File: src/rtl/pwm_aq_pkg.sv
// Package: shared types for the PWM action qualifier.
// Holds the action and reload-mode encodings, the event bundle and
// the register address map used by every module of the block.
package pwm_aq_pkg;

    // Per-event action encoding.
    typedef enum logic [1:0] {
        ACT_NONE   = 2'b00,
        ACT_LOW    = 2'b01,
        ACT_HIGH   = 2'b10,
        ACT_TOGGLE = 2'b11
    } aq_act_e;

    // When shadowed force codes move into the active copy.
    typedef enum logic [1:0] {
        LD_ZERO   = 2'b00,
        LD_PERIOD = 2'b01,
        LD_EITHER = 2'b10,
        LD_NOW    = 2'b11
    } aq_load_e;

    // Force codes (00 and 11 both release).
    localparam logic [1:0] FRC_LOW  = 2'b01;
    localparam logic [1:0] FRC_HIGH = 2'b10;

    // Tick-qualified time-base events.
    typedef struct packed {
        logic zero;
        logic period;
        logic cmp_a_up;
        logic cmp_b_up;
    } aq_events_t;

    // Register addresses.
    localparam logic [1:0] ADDR_CTL_A = 2'd0;
    localparam logic [1:0] ADDR_CTL_B = 2'd1;
    localparam logic [1:0] ADDR_FORCE = 2'd2;

    // Number of PWM outputs handled by the block.
    localparam int unsigned NUM_OUT = 2;

endpackage

File: src/rtl/pwm_aq_event_det.sv
// Module: pwm_aq_event_det
// Derives the four time-base events from the counter, period and
// compare values. Each event is qualified by the tick enable; compare
// events additionally require the counter to be counting up.
// Assumes all inputs are stable and synchronous to the block clock.
module pwm_aq_event_det
    import pwm_aq_pkg::*;
#(
    parameter int unsigned CNT_W = 16
) (
    input  logic             tick_i,
    input  logic [CNT_W-1:0] cnt_i,
    input  logic             up_i,
    input  logic [CNT_W-1:0] prd_i,
    input  logic [CNT_W-1:0] cmp_a_i,
    input  logic [CNT_W-1:0] cmp_b_i,
    output aq_events_t       ev_o
);

    localparam logic [CNT_W-1:0] CNT_ZERO = '0;

    // Compare the counter against each reference and gate with tick.
    always_comb begin
        ev_o.zero     = tick_i && (cnt_i == CNT_ZERO);
        ev_o.period   = tick_i && (cnt_i == prd_i);
        ev_o.cmp_a_up = tick_i && up_i && (cnt_i == cmp_a_i);
        ev_o.cmp_b_up = tick_i && up_i && (cnt_i == cmp_b_i);
    end

endmodule

File: src/rtl/pwm_aq_force_ctl.sv
// Module: pwm_aq_force_ctl
// Holds the continuous force register: a reload mode, a shadow copy of
// the force codes and the active copy. Writes land in the shadow copy
// and the mode field at once; the shadow moves to the active copy on
// the tick selected by the mode. On the loading tick the shadow codes
// are already presented as the effective force.
// Assumes events arrive tick-qualified from pwm_aq_event_det.
module pwm_aq_force_ctl
    import pwm_aq_pkg::*;
(
    input  logic       clk_i,
    input  logic       rst_ni,
    input  logic       tick_i,
    input  aq_events_t ev_i,
    input  logic       wr_i,
    input  logic [7:0] wdata_i,
    output logic [2*NUM_OUT-1:0] force_o
);

    aq_load_e               mode_q;
    logic [2*NUM_OUT-1:0]   shadow_q;
    logic [2*NUM_OUT-1:0]   active_q;
    logic                   load;

    // Bits 5:4 of the force word carry nothing.
    logic unused_force_bits;
    assign unused_force_bits = ^wdata_i[5:4];

    // Decide whether this tick moves the shadow into the active copy.
    always_comb begin
        unique case (mode_q)
            LD_ZERO:   load = ev_i.zero;
            LD_PERIOD: load = ev_i.period;
            LD_EITHER: load = ev_i.zero || ev_i.period;
            default:   load = tick_i;
        endcase
    end

    // Register writes and shadow-to-active transfer.
    always_ff @(posedge clk_i) begin
        if (!rst_ni) begin
            mode_q   <= LD_ZERO;
            shadow_q <= '0;
            active_q <= '0;
        end else begin
            if (wr_i) begin
                mode_q   <= aq_load_e'(wdata_i[7:6]);
                shadow_q <= wdata_i[2*NUM_OUT-1:0];
            end
            if (load) begin
                active_q <= shadow_q;
            end
        end
    end

    // Effective force: the shadow codes win on the loading tick.
    assign force_o = load ? shadow_q : active_q;

    // in next-tick mode every tick copies the shadow.
    a_r7_now_mode_loads: assert property (@(posedge clk_i) disable iff (!rst_ni)
        (tick_i && mode_q == LD_NOW) |=> (active_q == $past(shadow_q)))
        else $error("force shadow not loaded in next-tick mode");

    // in zero mode the active copy waits for a zero tick.
    a_r7_zero_mode_waits: assert property (@(posedge clk_i) disable iff (!rst_ni)
        (mode_q == LD_ZERO && !(tick_i && ev_i.zero)) |=> $stable(active_q))
        else $error("force active copy changed outside zero tick");

    // in period mode the active copy waits for a period tick.
    a_r7_period_mode_waits: assert property (@(posedge clk_i) disable iff (!rst_ni)
        (mode_q == LD_PERIOD && !(tick_i && ev_i.period)) |=> $stable(active_q))
        else $error("force active copy changed outside period tick");

endmodule

File: src/rtl/pwm_aq_chan.sv
// Module: pwm_aq_chan
// One PWM output: its action control word and output register. On each
// tick, the highest-priority event with an action other than "none"
// decides the next level (compare A > compare B > period > zero); an
// active force code overrides that result.
// Assumes CFG_W >= 11 so that all action fields fit in the word.
module pwm_aq_chan
    import pwm_aq_pkg::*;
#(
    parameter int unsigned CFG_W = 16
) (
    input  logic             clk_i,
    input  logic             rst_ni,
    input  logic             tick_i,
    input  aq_events_t       ev_i,
    input  logic             ctl_we_i,
    input  logic [CFG_W-1:0] ctl_wdata_i,
    input  logic [1:0]       force_i,
    output logic             q_o
);

    aq_act_e act_zero_q;
    aq_act_e act_prd_q;
    aq_act_e act_ca_q;
    aq_act_e act_cb_q;
    aq_act_e act_sel;
    logic    lvl_evt;
    logic    lvl_next;

    // Bits of the control word that carry no field.
    logic unused_ctl_bits;
    assign unused_ctl_bits = ^{ctl_wdata_i[CFG_W-1:10], ctl_wdata_i[7:6]};

    // Capture the action fields on a write to this channel's word.
    always_ff @(posedge clk_i) begin
        if (!rst_ni) begin
            act_zero_q <= ACT_NONE;
            act_prd_q  <= ACT_NONE;
            act_ca_q   <= ACT_NONE;
            act_cb_q   <= ACT_NONE;
        end else if (ctl_we_i) begin
            act_zero_q <= aq_act_e'(ctl_wdata_i[1:0]);
            act_prd_q  <= aq_act_e'(ctl_wdata_i[3:2]);
            act_ca_q   <= aq_act_e'(ctl_wdata_i[5:4]);
            act_cb_q   <= aq_act_e'(ctl_wdata_i[9:8]);
        end
    end

    // Pick the winning action, lowest priority first so later ones override.
    always_comb begin
        act_sel = ACT_NONE;
        if (ev_i.zero && act_zero_q != ACT_NONE)   act_sel = act_zero_q;
        if (ev_i.period && act_prd_q != ACT_NONE)  act_sel = act_prd_q;
        if (ev_i.cmp_b_up && act_cb_q != ACT_NONE) act_sel = act_cb_q;
        if (ev_i.cmp_a_up && act_ca_q != ACT_NONE) act_sel = act_ca_q;
    end

    // Apply the winning action, then the force override.
    always_comb begin
        unique case (act_sel)
            ACT_LOW:    lvl_evt = 1'b0;
            ACT_HIGH:   lvl_evt = 1'b1;
            ACT_TOGGLE: lvl_evt = ~q_o;
            default:    lvl_evt = q_o;
        endcase
        if (force_i == FRC_LOW)       lvl_next = 1'b0;
        else if (force_i == FRC_HIGH) lvl_next = 1'b1;
        else                          lvl_next = lvl_evt;
    end

    // Output register, advanced only on ticks.
    always_ff @(posedge clk_i) begin
        if (!rst_ni)     q_o <= 1'b0;
        else if (tick_i) q_o <= lvl_next;
    end

    // no tick, no change.
    a_r4_hold_without_tick: assert property (@(posedge clk_i) disable iff (!rst_ni)
        !tick_i |=> $stable(q_o))
        else $error("output moved without a tick");

    // forced low is low after the tick.
    a_r6_force_low: assert property (@(posedge clk_i) disable iff (!rst_ni)
        (tick_i && force_i == FRC_LOW) |=> !q_o)
        else $error("forced-low output is high");

    // forced high is high after the tick.
    a_r6_force_high: assert property (@(posedge clk_i) disable iff (!rst_ni)
        (tick_i && force_i == FRC_HIGH) |=> q_o)
        else $error("forced-high output is low");

    // without any event and force the level holds across a tick.
    a_r2_idle_tick_holds: assert property (@(posedge clk_i) disable iff (!rst_ni)
        (tick_i && ev_i == '0 && force_i != FRC_LOW && force_i != FRC_HIGH)
        |=> $stable(q_o))
        else $error("output moved on a tick with no event");

endmodule

File: src/rtl/pwm_action_qual.sv
// Module: pwm_action_qual (top)
// Two-output PWM action qualifier. Detects time-base events, keeps the
// continuous force register and drives one channel per output. Register
// writes: address 0 control A, 1 control B, 2 force; address 3 ignored.
// Assumes a single clock and a synchronous active-low reset.
module pwm_action_qual
    import pwm_aq_pkg::*;
#(
    parameter int unsigned CNT_W = 16,
    parameter int unsigned CFG_W = 16
) (
    input  logic             clk_i,
    input  logic             rst_ni,
    input  logic             tb_tick_i,
    input  logic [CNT_W-1:0] tb_cnt_i,
    input  logic             tb_up_i,
    input  logic [CNT_W-1:0] tb_prd_i,
    input  logic [CNT_W-1:0] cmp_a_i,
    input  logic [CNT_W-1:0] cmp_b_i,
    input  logic             cfg_we_i,
    input  logic [1:0]       cfg_addr_i,
    input  logic [CFG_W-1:0] cfg_wdata_i,
    output logic             pwm_a_o,
    output logic             pwm_b_o
);

    aq_events_t            ev;
    logic [2*NUM_OUT-1:0]  force_eff;
    logic [NUM_OUT-1:0]    pwm_q;

    pwm_aq_event_det #(.CNT_W(CNT_W)) u_evt (
        .tick_i  (tb_tick_i),
        .cnt_i   (tb_cnt_i),
        .up_i    (tb_up_i),
        .prd_i   (tb_prd_i),
        .cmp_a_i (cmp_a_i),
        .cmp_b_i (cmp_b_i),
        .ev_o    (ev)
    );

    pwm_aq_force_ctl u_force (
        .clk_i   (clk_i),
        .rst_ni  (rst_ni),
        .tick_i  (tb_tick_i),
        .ev_i    (ev),
        .wr_i    (cfg_we_i && cfg_addr_i == ADDR_FORCE),
        .wdata_i (cfg_wdata_i[7:0]),
        .force_o (force_eff)
    );

    // One channel per output; channel index equals its control address.
    for (genvar gi = 0; gi < NUM_OUT; gi++) begin : g_chan
        pwm_aq_chan #(.CFG_W(CFG_W)) u_chan (
            .clk_i       (clk_i),
            .rst_ni      (rst_ni),
            .tick_i      (tb_tick_i),
            .ev_i        (ev),
            .ctl_we_i    (cfg_we_i && cfg_addr_i == 2'(gi)),
            .ctl_wdata_i (cfg_wdata_i),
            .force_i     (force_eff[2*gi +: 2]),
            .q_o         (pwm_q[gi])
        );
    end

    assign pwm_a_o = pwm_q[0];
    assign pwm_b_o = pwm_q[1];

    // a write to A's control word leaves B unchanged on the next edge.
    a_r10_ctl_a_write_spares_b: assert property (@(posedge clk_i) disable iff (!rst_ni)
        (cfg_we_i && cfg_addr_i == ADDR_CTL_A && !tb_tick_i) |=> $stable(pwm_b_o))
        else $error("write to control A disturbed output B");

endmodule

File: config.mk
export PLATFORM = sky130hd
export DESIGN_NAME = pwm_action_qual
export DESIGN_NICKNAME = d
export VERILOG_FILES = /design/src/rtl/pwm_aq_pkg.sv /design/src/rtl/pwm_aq_event_det.sv /design/src/rtl/pwm_aq_force_ctl.sv /design/src/rtl/pwm_aq_chan.sv /design/src/rtl/pwm_action_qual.sv
export SDC_FILE = /design/constraint.sdc
export NUM_CORES = 1
export LEC_CHECK = 0
export ABC_AREA = 1
export BUFFER_PORTS_ARGS = -buffer_cell sky130_fd_sc_hd__buf_4
export CORE_UTILIZATION = 40
export CTS_CLUSTER_DIAMETER = 80
export CTS_CLUSTER_SIZE = 8
export DETAILED_ROUTE_END_ITERATION = 8
export GPL_TIMING_DRIVEN = 0
export PLACE_DENSITY_LB_ADDON = 0.2
export SLEW_MARGIN = 20
export SYNTH_ARGS = -nofsm -noshare
export SYNTH_HDL_FRONTEND = slang
export SYNTH_SLANG_ARGS = --single-unit
File: constraint.sdc
create_clock -name clk_i -period 2.1 [get_ports clk_i]
set_clock_uncertainty 0.15 [all_clocks]
set_input_delay 0 -clock clk_i [delete_from_list [all_inputs] [get_ports clk_i]]
set_output_delay 0 -clock clk_i [all_outputs]
set_load 0.01 [all_outputs]
==> summary.txt, run 1 <==
Worst setup path
  – Critical Path Most Common Cell: nand2_1
  – CP Capture Point: g_chan[1].u_chan.q_o
  – Slowest-stage cell, CP: ha_1
  – CP arrival: 1990 ps
  – Endpoint type of the worst setup path: register
  – Setup Crit Path Kind: primary input to register
  – CP max FO: 5
  – CP delay by family, top: simple AND/OR/NAND/NOR gates
  – Bufs and invs on worst path: 3
  – CP required: roughly 2100 ps
  – Worst r2r src: u_force.mode_q[0]
  – Worst reg2reg setup slack: 160 ps
  – Worst-path cell chain: buf_4, inv_2, nand2_1, nand2_1, nor2_1, nand2_1, nor2_4, nand3_4, o21ai_4, nand3_1, nand2_2, inv_1, ha_1, a31oi_2, o21ai_0, o21ai_0, nor2_1
  – Max incr delay on CP: about 270 ps
  – Crit path depth: 17
  – Worst setup startpoint: tb_cnt_i[13]
  – Register-to-Register Path Depth: 14
  – Reg2reg end: g_chan[1].u_chan.q_o
  – Critical path launch point type: primary input

CTS
  – Clock latency on the worst-skew pair: ~280 ps
  – CTS tree: yes
  – Worst-path clk slew: 100 ps
  – Clock Tree Buf Depth: 2
  – Number of H-tree levels: 1
  – Clock sinks: 28
  – Cts bufs inserted: 3
  – Clock root buffer: clkbuf_8

Detailed routing
  – Routed Antenna Nets: 0
  – DR WL/cell: roughly 12 um
  – Initial DRC Count: 78
  – Via/cell ratio: 4.821
  – DRC errors left: 0
  – Detailed Route WL: 6.747 mm
  – Drt first pass iters: 4
  – Via count: 2642

Yosys
  – Yosys reg bits: 28
  – Top cells by area, synth: dfxtp_1 25%, nand2_1 14%, nor2_1 11%, o21ai_0 10%, inv_1 6.8%
  – Post-synth ARST share: 0
  – Commonest cells post-synth: 85 x nand2_1, 67 x nor2_1, 45 x o21ai_0, 40 x inv_1, 28 x dfxtp_1
  – Register area share after synthesis: 0.2525
  – Post-synth EDFFs: 0
  – Ys Warns: 0
  – Synthesized area: about 2200 sq um
  – Synth area leader: dfxtp_1
  – Synth unique cells: 30
  – Avg Inst Size Synth: 5.967 sq um
  – Ys flop type: dfxtp_1
  – Most frequent cell after synthesis: nand2_1
  – Top cell type's share of synthesized area: 0.2525
  – Post-Synthesis Cells: approximately 370
  – Net Count, Synth: between 400 and 500

Timing
  – Final worst-path cycle share: 0.9367
  – RSZ-0062 raised after global routing: yes
  – Slew headroom: 0.7224
  – Fin. max-slew vios: 0
  – Slew of the pin with the lowest slew margin: about 410 ps
  – Final min period: 1967 ps
  – Hold WS: 4.286 ps
  – Final setup viols: 0
  – Final Hold Viols: 0
  – Setup TNS: 0 ps
  – Fmax: a little over 500 MHz

Floorplanning
  – Rows: 26
  – Die boundary height: 76.49 um
  – Core Area: 5238 sq um
  – Die footprint: 5851 sq um
  – Initial core utilization: 0.4238
  – Die X: 76.49 um
  – I/O pin count: 89

Outcome
  – Outcome: completed

Finish
  – Layout cell share with drive strength beyond 1: 0.2699
  – Number of antenna diodes: 0
  – Synthesis-to-layout area growth: 46.79%
  – Nets@finish: 574
  – Fin cells: ~550

Global routing
  – Vias in the first global route: 2576
  – First-pass GRT wire length: 11.57 mm
  – Largest net degree at the start of global routing: 17
  – Initial antenna violation count: 0
  – Total gr overflow: 0
  – Total global-route track usage: 0.2425

Power
  – Pleak: 1.600 nW
  – Peak VDD IR: 364.6 uV
  – Cell Pwr Density: 421.4 nW/um^2

Flow run
  – Maxcap violations: 0

Place
  – # port buffers: 82
  – Post-placement cell count: between 500 and 600
  – Final HPWL DP: 5.390 mm
  – Gp weighted congestion: 0.8777

Hold path
  – Hold Path Class: primary input to register
-- logic make-up (layout without fill, tap and decap cells) --
kind of cell	count (synthesis)	after routing	share of synthesized area
AO/OA/AOI/OAI	66	66	0.1584
AND/OR/NAND/NOR	197	197	0.3867
buffers and inverters	58	164	0.09808
XOR/XNOR	15	15	0.05919
adder cells (fa/ha/maj)	8	8	0.04510
flip-flops	28	28	0.2525
-- flip-flops by register name, indices dropped and copies added, names as in the netlist --
signal	cells
g_chan.u_chan.q_o	2
u_force.mode_q	2
u_force.shadow_q	4
g_chan.u_chan.act_ca_q	4
u_force.active_q	4
g_chan.u_chan.act_cb_q	4
g_chan.u_chan.act_prd_q	4
g_chan.u_chan.act_zero_q	4
-- per-layer routing --
layer  part of all wire  vias up  GRT usage
li1                   -     1404          -
met1               0.46     1178     0.3093
met2               0.50       54     0.4378
met3              0.033        6    0.02874
met4             0.0096        0    0.04423
met5                  0        -          0
-- what timing repair did --
| action | 4_1_cts | 5_1_grt |
|---|---|---|
| hold buffers | 18 | 0 |
| endpoints found under the hold margin | 28 | 0 |
| resized for setup | 0 | 24 |
| setup endpoints to repair | 0 | 3 |
| setup buffers | 0 | 2 |
-- final cells by class --
class                      instances  area (sq um)
sequential                        28         560.5
multi-input combinational        286          1505
inverter                          55         211.5
buffer                             3         11.26
clock inverter                     1         30.03
clock buffer                       3         41.29
fill                             522          1979
tap                               70         87.58
timing repair buffer             102         810.8
-- report_power, final --
group | switching (mW) | internal, mW
logic | 0.185 | 0.192
registers | 0.0128 | 0.555
clock network | 0.174 | 0.256
-- placed cells by master (no fill, tap or decap), types with 4 or more instances in the layout --
cell type / instances
nor2_1: 61
nand4_1: 11
xnor2_1: 6
nor3_1: 4
nand2_1: 83
inv_2: 13
dlygate4sd3_1: 18
inv_1: 40
nand2_2: 6
o21ai_0: 41
buf_4: 84
nor2_2: 4
a21oi_1: 10
o21ai_1: 6
xor2_1: 9
dfxtp_1: 28
nor2_4: 5
ha_1: 8
nand3_1: 13
-- how the worst min path moves through the flow --
stage	cells past startpoint	from	slack, ps	to
2_1_floorplan	2	cfg_wdata_i[9]	-20	g_chan[0].u_chan.act_cb_q[1]
3_3_place_gp	3	cfg_wdata_i[9]	80	g_chan[0].u_chan.act_cb_q[1]
3_5_place_dp	3	cfg_wdata_i[8]	90	g_chan[0].u_chan.act_cb_q[0]
4_1_cts	4	cfg_we_i	4	u_force.shadow_q[3]
5_1_grt	4	cfg_we_i	40	u_force.shadow_q[3]
6_report	4	cfg_we_i	4	u_force.shadow_q[3]
-- tightest hold or removal path, stage by stage --
cell	delay [ps]
buf_4	110
nand3_1	100
o21ai_0	90
a21oi_1	100
-- through the flow --
step,utilization,instance area [sq um],setup WS (ps),total power [mW]
2_1_floorplan,-,2220,252.7,0.7331
3_3_place_gp,0.5581,2923,-202.5,0.9115
3_5_place_dp,0.5581,2923,-248.8,0.9174
4_1_cts,0.6061,3174,27.44,1.371
5_1_grt,0.6221,3258,-31.10,1.454
6_report,0.6221,3258,133.0,1.373
Power figures use the tool's default switching activity.
==> run 2, diff against run 1 <==
--- a/config.mk
+++ b/config.mk
@@ -7,11 +7,14 @@
 export LEC_CHECK = 0
 export ABC_AREA = 1
 export BUFFER_PORTS_ARGS = -buffer_cell sky130_fd_sc_hd__buf_4
-export CORE_UTILIZATION = 40
+export CELL_PAD_IN_SITES_DETAIL_PLACEMENT = 1
+export CELL_PAD_IN_SITES_GLOBAL_PLACEMENT = 1
+export CORE_UTILIZATION = 32
 export CTS_CLUSTER_DIAMETER = 80
 export CTS_CLUSTER_SIZE = 8
 export DETAILED_ROUTE_END_ITERATION = 8
 export GPL_TIMING_DRIVEN = 0
+export MAX_ROUTING_LAYER = met4
 export PLACE_DENSITY_LB_ADDON = 0.2
 export SLEW_MARGIN = 20
 export SYNTH_ARGS = -nofsm -noshare
==> run 2 against run 1 <==
Largest cell class unchanged; clock-buffer cell count did not move; register-to-register slack got worse by 30 ps; non-clock buffer count rose by 1.
==> summary.txt, run 2 (synthesized netlist as in run 1, its figures left out) <==
Worst setup path
  – CP required: around 2100 ps
  – Critical path launch point type: primary input
  – CP arrival: approximately 2000 ps
  – CP max FO: 6
  – Setup Crit Path Kind: primary input to register
  – Worst reg2reg setup slack: 130 ps
  – Endpoint type of the worst setup path: register

Detailed routing
  – Drt first pass iters: 4
  – Initial DRC Count: between 60 and 70
  – Detailed Route WL: 8.175 mm
  – Via/cell ratio: 4.896
  – DR WL/cell: ~15 um
  – DRC errors left: 0
  – Via count: 2722
  – Routed Antenna Nets: 0

Global routing
  – Initial antenna violation count: 0
  – Vias in the first global route: 2799
  – Largest net degree at the start of global routing: 17
  – Total gr overflow: 0
  – First-pass GRT wire length: 13.06 mm
  – Total global-route track usage: 0.2323

Timing
  – Slew of the pin with the lowest slew margin: about 780 ps
  – Final Hold Viols: 0
  – Final worst slack: 118.7 ps
  – Fmax: 504.7 MHz
  – Fin. max-slew vios: 0
  – Final setup viols: 0
  – Final min period: 1981 ps
  – Slew headroom: 0.4790
  – Hold WS: 23.50 ps
  – Final worst-path cycle share: 0.9435

Place
  – # port buffers: 82
  – Gp weighted congestion: 0.9152
  – Area after DPL: 2932 sq um
  – Final HPWL DP: about 6.5 mm
  – Place WS: -389.3 ps

Finish
  – Final Cell Area: approximately 3500 sq um
  – Most common cell after layout, fill and taps aside: buf_4
  – Layout cell share with drive strength beyond 1: 0.3674
  – Number of antenna diodes: 0
  – FILL cells: roughly 870
  – Multi-input gate area: roughly 1600 sq um
  – Sequential standard cell area: 561.8 sq um
  – Utilization after layout: 0.5351
  – Nets@finish: about 580
  – Synthesis-to-layout area growth: 57.44%
  – Commonest non-fill, non-tap cells in the layout: 74 x buf_4, 71 x nand2_1, 54 x nor2_1, 33 x inv_1, 33 x o21ai_0

Flow run
  – Maxcap violations: 0

CTS
  – CTS tree: yes
  – Clock root buffer: clkbuf_8
  – Clock latency on the worst-skew pair: 280 ps
  – Number of H-tree levels: 1
  – Cts bufs inserted: 3
  – Worst-path clk slew: ~100 ps
  – Clock sinks: 28
  – Clock Tree Buf Depth: 2

Power
  – Peak VDD IR: 375.9 uV
  – Cell Pwr Density: 411.0 nW/um^2
  – Total Power: between 1 and 1.5 mW
  – Pleak: 1.638 nW

Floorplanning
  – Die footprint: 7274 sq um
  – Die X: 85.29 um
  – Die boundary height: 85.29 um
  – Initial core utilization: 0.3398
  – Core Area: 6531 sq um
  – I/O pin count: between 80 and 90
  – Rows: 29

Outcome
  – Outcome: completed

Hold path
  – Hold Path Class: primary input to register
[run 2: layer usage]
| layer | track usage | routed length [um] | vias to the layer above |
|---|---|---|---|
| li1 | - | - | 1402 |
| met1 | 0.2915 | 3860 | 1280 |
| met2 | 0.4179 | 4115 | 38 |
| met3 | 0.02626 | 178 | 2 |
| met4 | 0.01818 | 21 | 0 |
| met5 | - | 0 | - |
[run 2: timing repair]
item / CTS / global route
hold endpoints to repair: 28 / 0
resized for setup: 5 / 102
setup endpoints to repair: 2 / 10
buffers inserted: 0 / 7
pin swaps: 0 / 50
hold buffers: 14 / 0
[run 2: power breakdown]
group | leakage (nW) | total [mW] | switching [mW] | internal, mW
Sequential | 0.229 | 0.568 | 0.0137 | 0.555
Clock | 0.0357 | 0.428 | 0.173 | 0.255
Combinational | 1.37 | 0.440 | 0.223 | 0.217
Total | 1.64 | 1.44 | 0.409 | 1.03
[run 2: worst max-delay path, cell delays in order]
cell and delay [ps]:
buf_4 100, inv_4 50, or2_2 260, nand3_1 140
nor2_4 70, nand4_1 130, buf_4 130, nand3_1 80
o21ai_2 160, nand2_1 110, ha_1 310, a31oi_2 200
o21ai_1 90, o21ai_1 80, nor2_1 60
[run 2: cell type report]
class / count / share of cell area
Multi-Input combinational cell: 286 / 0.4680
Clock inverter: 1 / 0.008593
Sequential cell: 28 / 0.1608
Timing Repair Buffer: 103 / 0.2510
Clock buffer: 3 / 0.01182
Inverter: 55 / 0.06910
Tap cell: 77 / 0.02757
Buffer: 3 / 0.003222
[run 2: path summary, 6_finish.rpt]
path	depth (start not counted)	start	endpoint
max	15	tb_cnt_i[3]	g_chan[0].u_chan.q_o
min	5	cfg_addr_i[0]	u_force.mode_q[1]
max reg2reg	13	u_force.mode_q[0]	g_chan[0].u_chan.q_o
min reg2reg	2	g_chan[1].u_chan.act_zero_q[0]	g_chan[1].u_chan.act_zero_q[0]
[run 2: through the flow]
step / cells / TNS, ps
final: 556 / 0
after global placement: 531 / -626.6
after floorplan: 372 / 0
after detailed placement: 531 / -702.7
after CTS: 549 / 0
after global routing: 556 / -26.13
==> run 3, diff against run 2 <==
--- a/config.mk
+++ b/config.mk
@@ -6,7 +6,7 @@
 export NUM_CORES = 1
 export LEC_CHECK = 0
 export ABC_AREA = 1
-export BUFFER_PORTS_ARGS = -buffer_cell sky130_fd_sc_hd__buf_4
+export BUFFER_PORTS_ARGS = -buffer_cell sky130_fd_sc_hd__buf_2
 export CELL_PAD_IN_SITES_DETAIL_PLACEMENT = 1
 export CELL_PAD_IN_SITES_GLOBAL_PLACEMENT = 1
 export CORE_UTILIZATION = 32
==> run 3 against run 2 <==
The run now ends with hold timing, setup timing left; clock power grew 1%; first-iteration DRC count up 34%; register-to-register slack worse by 50 ps; routed wire length is 4.0% higher; worst hold slack worse by 57 ps; largest cell class unchanged.
==> summary.txt, run 3 (synthesized netlist as in run 1, its figures left out) <==
Timing
  – Slew headroom: 0.7001
  – Hold WS: -33.33 ps
  – Fin. max-slew vios: 0
  – Final worst slack: -15.44 ps
  – Setup TNS: -15.44 ps
  – Final Hold Viols: 5
  – Final min period: 2115 ps
  – Fmax: ~470 MHz
  – Final setup viols: 1
  – Slew of the pin with the lowest slew margin: 447.4 ps
  – RSZ-0062 raised after global routing: yes
  – Final worst-path cycle share: 1.007

Hold path
  – Hold Path Class: primary input to register

Power
  – Sw Ratio: 0.2952
  – Int Pwr: 0.9872 mW
  – Peak VDD IR: 374.6 uV
  – Clock Power Share: 0.310
  – Sequential share of power: 0.406
  – Cell Pwr Density: around 420 nW/um^2
  – Pleak: approximately 1.6 nW
  – Combinational share of power: 0.284
  – Psw: 0.4134 mW

Worst setup path
  – CP max FO: 4
  – Worst-path cell chain: buf_4, inv_2, nand2_1, o21ai_0, nor2_1, nand2_1, nor2_1, nand4_1, o21ai_1, nor2_1, o21ai_0, nand2_1, ha_1, a31oi_2, o21ai_0, o21ai_0, nor2_1
  – Worst r2r src: u_force.mode_q[1]
  – Endpoint type of the worst setup path: register
  – Worst setup startpoint: tb_cnt_i[7]
  – Worst reg2reg setup slack: 80 ps
  – Register-to-Register Path Depth: 10
  – CP arrival: 2140 ps
  – Critical path launch point type: primary input
  – Reg2reg end: g_chan[0].u_chan.q_o
  – CP delay by family, top: simple AND/OR/NAND/NOR gates
  – CP required: approximately 2100 ps
  – Crit path depth: 17
  – Slowest-stage cell, CP: ha_1
  – CP Capture Point: g_chan[0].u_chan.q_o
  – Setup Crit Path Kind: primary input to register
  – Bufs and invs on worst path: 2
  – Max incr delay on CP: a little over 300 ps

Floorplanning
  – Die X: 85.29 um
  – I/O pin count: 89
  – Die boundary height: roughly 85 um
  – Core Area: 6531 sq um
  – Die footprint: 7274 sq um
  – Rows: 29
  – Initial core utilization: 0.3398

CTS
  – CTS tree: yes
  – Clock sinks: 28
  – Worst-path clk slew: 110 ps
  – Clock latency on the worst-skew pair: 280 ps
  – Clock Tree Buf Depth: 2
  – Cts bufs inserted: 3
  – Number of H-tree levels: 1
  – Clock root buffer: clkbuf_8

Detailed routing
  – Detailed Route WL: between 8 and 9 mm
  – DR WL/cell: 15.15 um
  – Drt first pass iters: 4
  – DRC errors left: 0
  – Via/cell ratio: approximately 5.0
  – Via count: 2796
  – Routed Antenna Nets: 0
  – Initial DRC Count: 82

Place
  – Final HPWL DP: 6.336 mm
  – Place WS: -358.5 ps
  – Gp weighted congestion: between 0.9 and 1
  – Post-placement cell count: about 530
  – # port buffers: 82

Flow run
  – Maxcap violations: 0

Outcome
  – Outcome: finished with violations
  – Violated checks: hold timing, setup timing

Finish
  – Nets@finish: 580
  – Layout cell share with drive strength beyond 1: 0.3554
  – FILL cells: approximately 900
  – Number of antenna diodes: 0
  – Sequential standard cell area: ~560 sq um
  – Most common cell after layout, fill and taps aside: nand2_1
  – Synthesis-to-layout area growth: 50.17%
  – Multi-input gate area: 1637 sq um
  – Commonest non-fill, non-tap cells in the layout: 75 x nand2_1, 68 x buf_2, 53 x nor2_1, 35 x o21ai_0, 34 x inv_1
  – Fin cells: 561

Global routing
  – Initial antenna violation count: 0
  – Vias in the first global route: roughly 2.8k
  – Total gr overflow: 0
  – First-pass GRT wire length: 13.19 mm
  – Largest net degree at the start of global routing: 17
  – Total global-route track usage: 0.2310
==> run 3: how the worst min path moves through the flow <==
stage	cells past startpoint	to	start
global route	4	g_chan[0].u_chan.act_ca_q[1]	cfg_addr_i[0]
global placement	3	g_chan[0].u_chan.act_cb_q[1]	cfg_wdata_i[9]
finish	4	g_chan[0].u_chan.act_prd_q[1]	cfg_addr_i[0]
floorplan	2	g_chan[0].u_chan.act_cb_q[1]	cfg_wdata_i[9]
CTS	4	u_force.shadow_q[3]	cfg_addr_i[1]
detailed placement	3	g_chan[0].u_chan.act_cb_q[0]	cfg_wdata_i[8]
==> run 3: cell type report <==
cell class,count,area share
Multi-Input combinational cell,286,0.4910
Tap cell,77,0.02890
Clock buffer,3,0.01239
Sequential cell,28,0.1682
Buffer,3,0.003378
Clock inverter,1,0.009009
Inverter,55,0.07020
Timing Repair Buffer,108,0.2170
==> run 3: per-layer routing <==
layer,GRT usage,vias to the layer above,share of wire,wire [um]
li1,-,1413,-,-
met1,0.2954,1318,0.45,3789
met2,0.4120,61,0.52,4389
met3,0.02432,4,0.035,300
met4,0.01364,0,0.0022,19
met5,-,-,0,0
==> run 3: worst reg2reg max path, cell delays in order, from the launching register on <==
cell,delay [ps]
dfxtp_1,410
nand3_1,300
nand2_4,180
nand2_1,70
nand2_2,80
inv_1,50
ha_1,270
a31oi_2,170
o21ai_0,90
o21ai_0,80
nor2_1,50
==> run 3: through the flow <==
step	util	area [sq um]	power (mW)
after CTS	0.4544	2968	1.347
after floorplan	-	2220	0.7331
after global placement	0.4174	2726	0.8791
after detailed placement	0.4174	2726	0.8890
final	0.5103	3333	1.401
after global routing	0.5103	3333	1.465
==> run 3: power by group through the flow <==
stage	clock network (mW)	registers (mW)	logic, mW
detailed placement	0	0.579	0.310
global placement	0	0.579	0.300
CTS	0.444	0.567	0.336
finish	0.434	0.568	0.398
global route	0.456	0.570	0.439
floorplan	0	0.576	0.158
==> run 3: repair_timing <==
| action | CTS | global route |
|---|---|---|
| gates resized for setup | 6 | 98 |
| endpoints found under the hold margin | 28 | 0 |
| hold buffers | 15 | 0 |
| setup buffers | 0 | 11 |
| pin swaps | 0 | 40 |
| endpoints found under the setup margin | 2 | 3 |
| cloned | 0 | 0 |
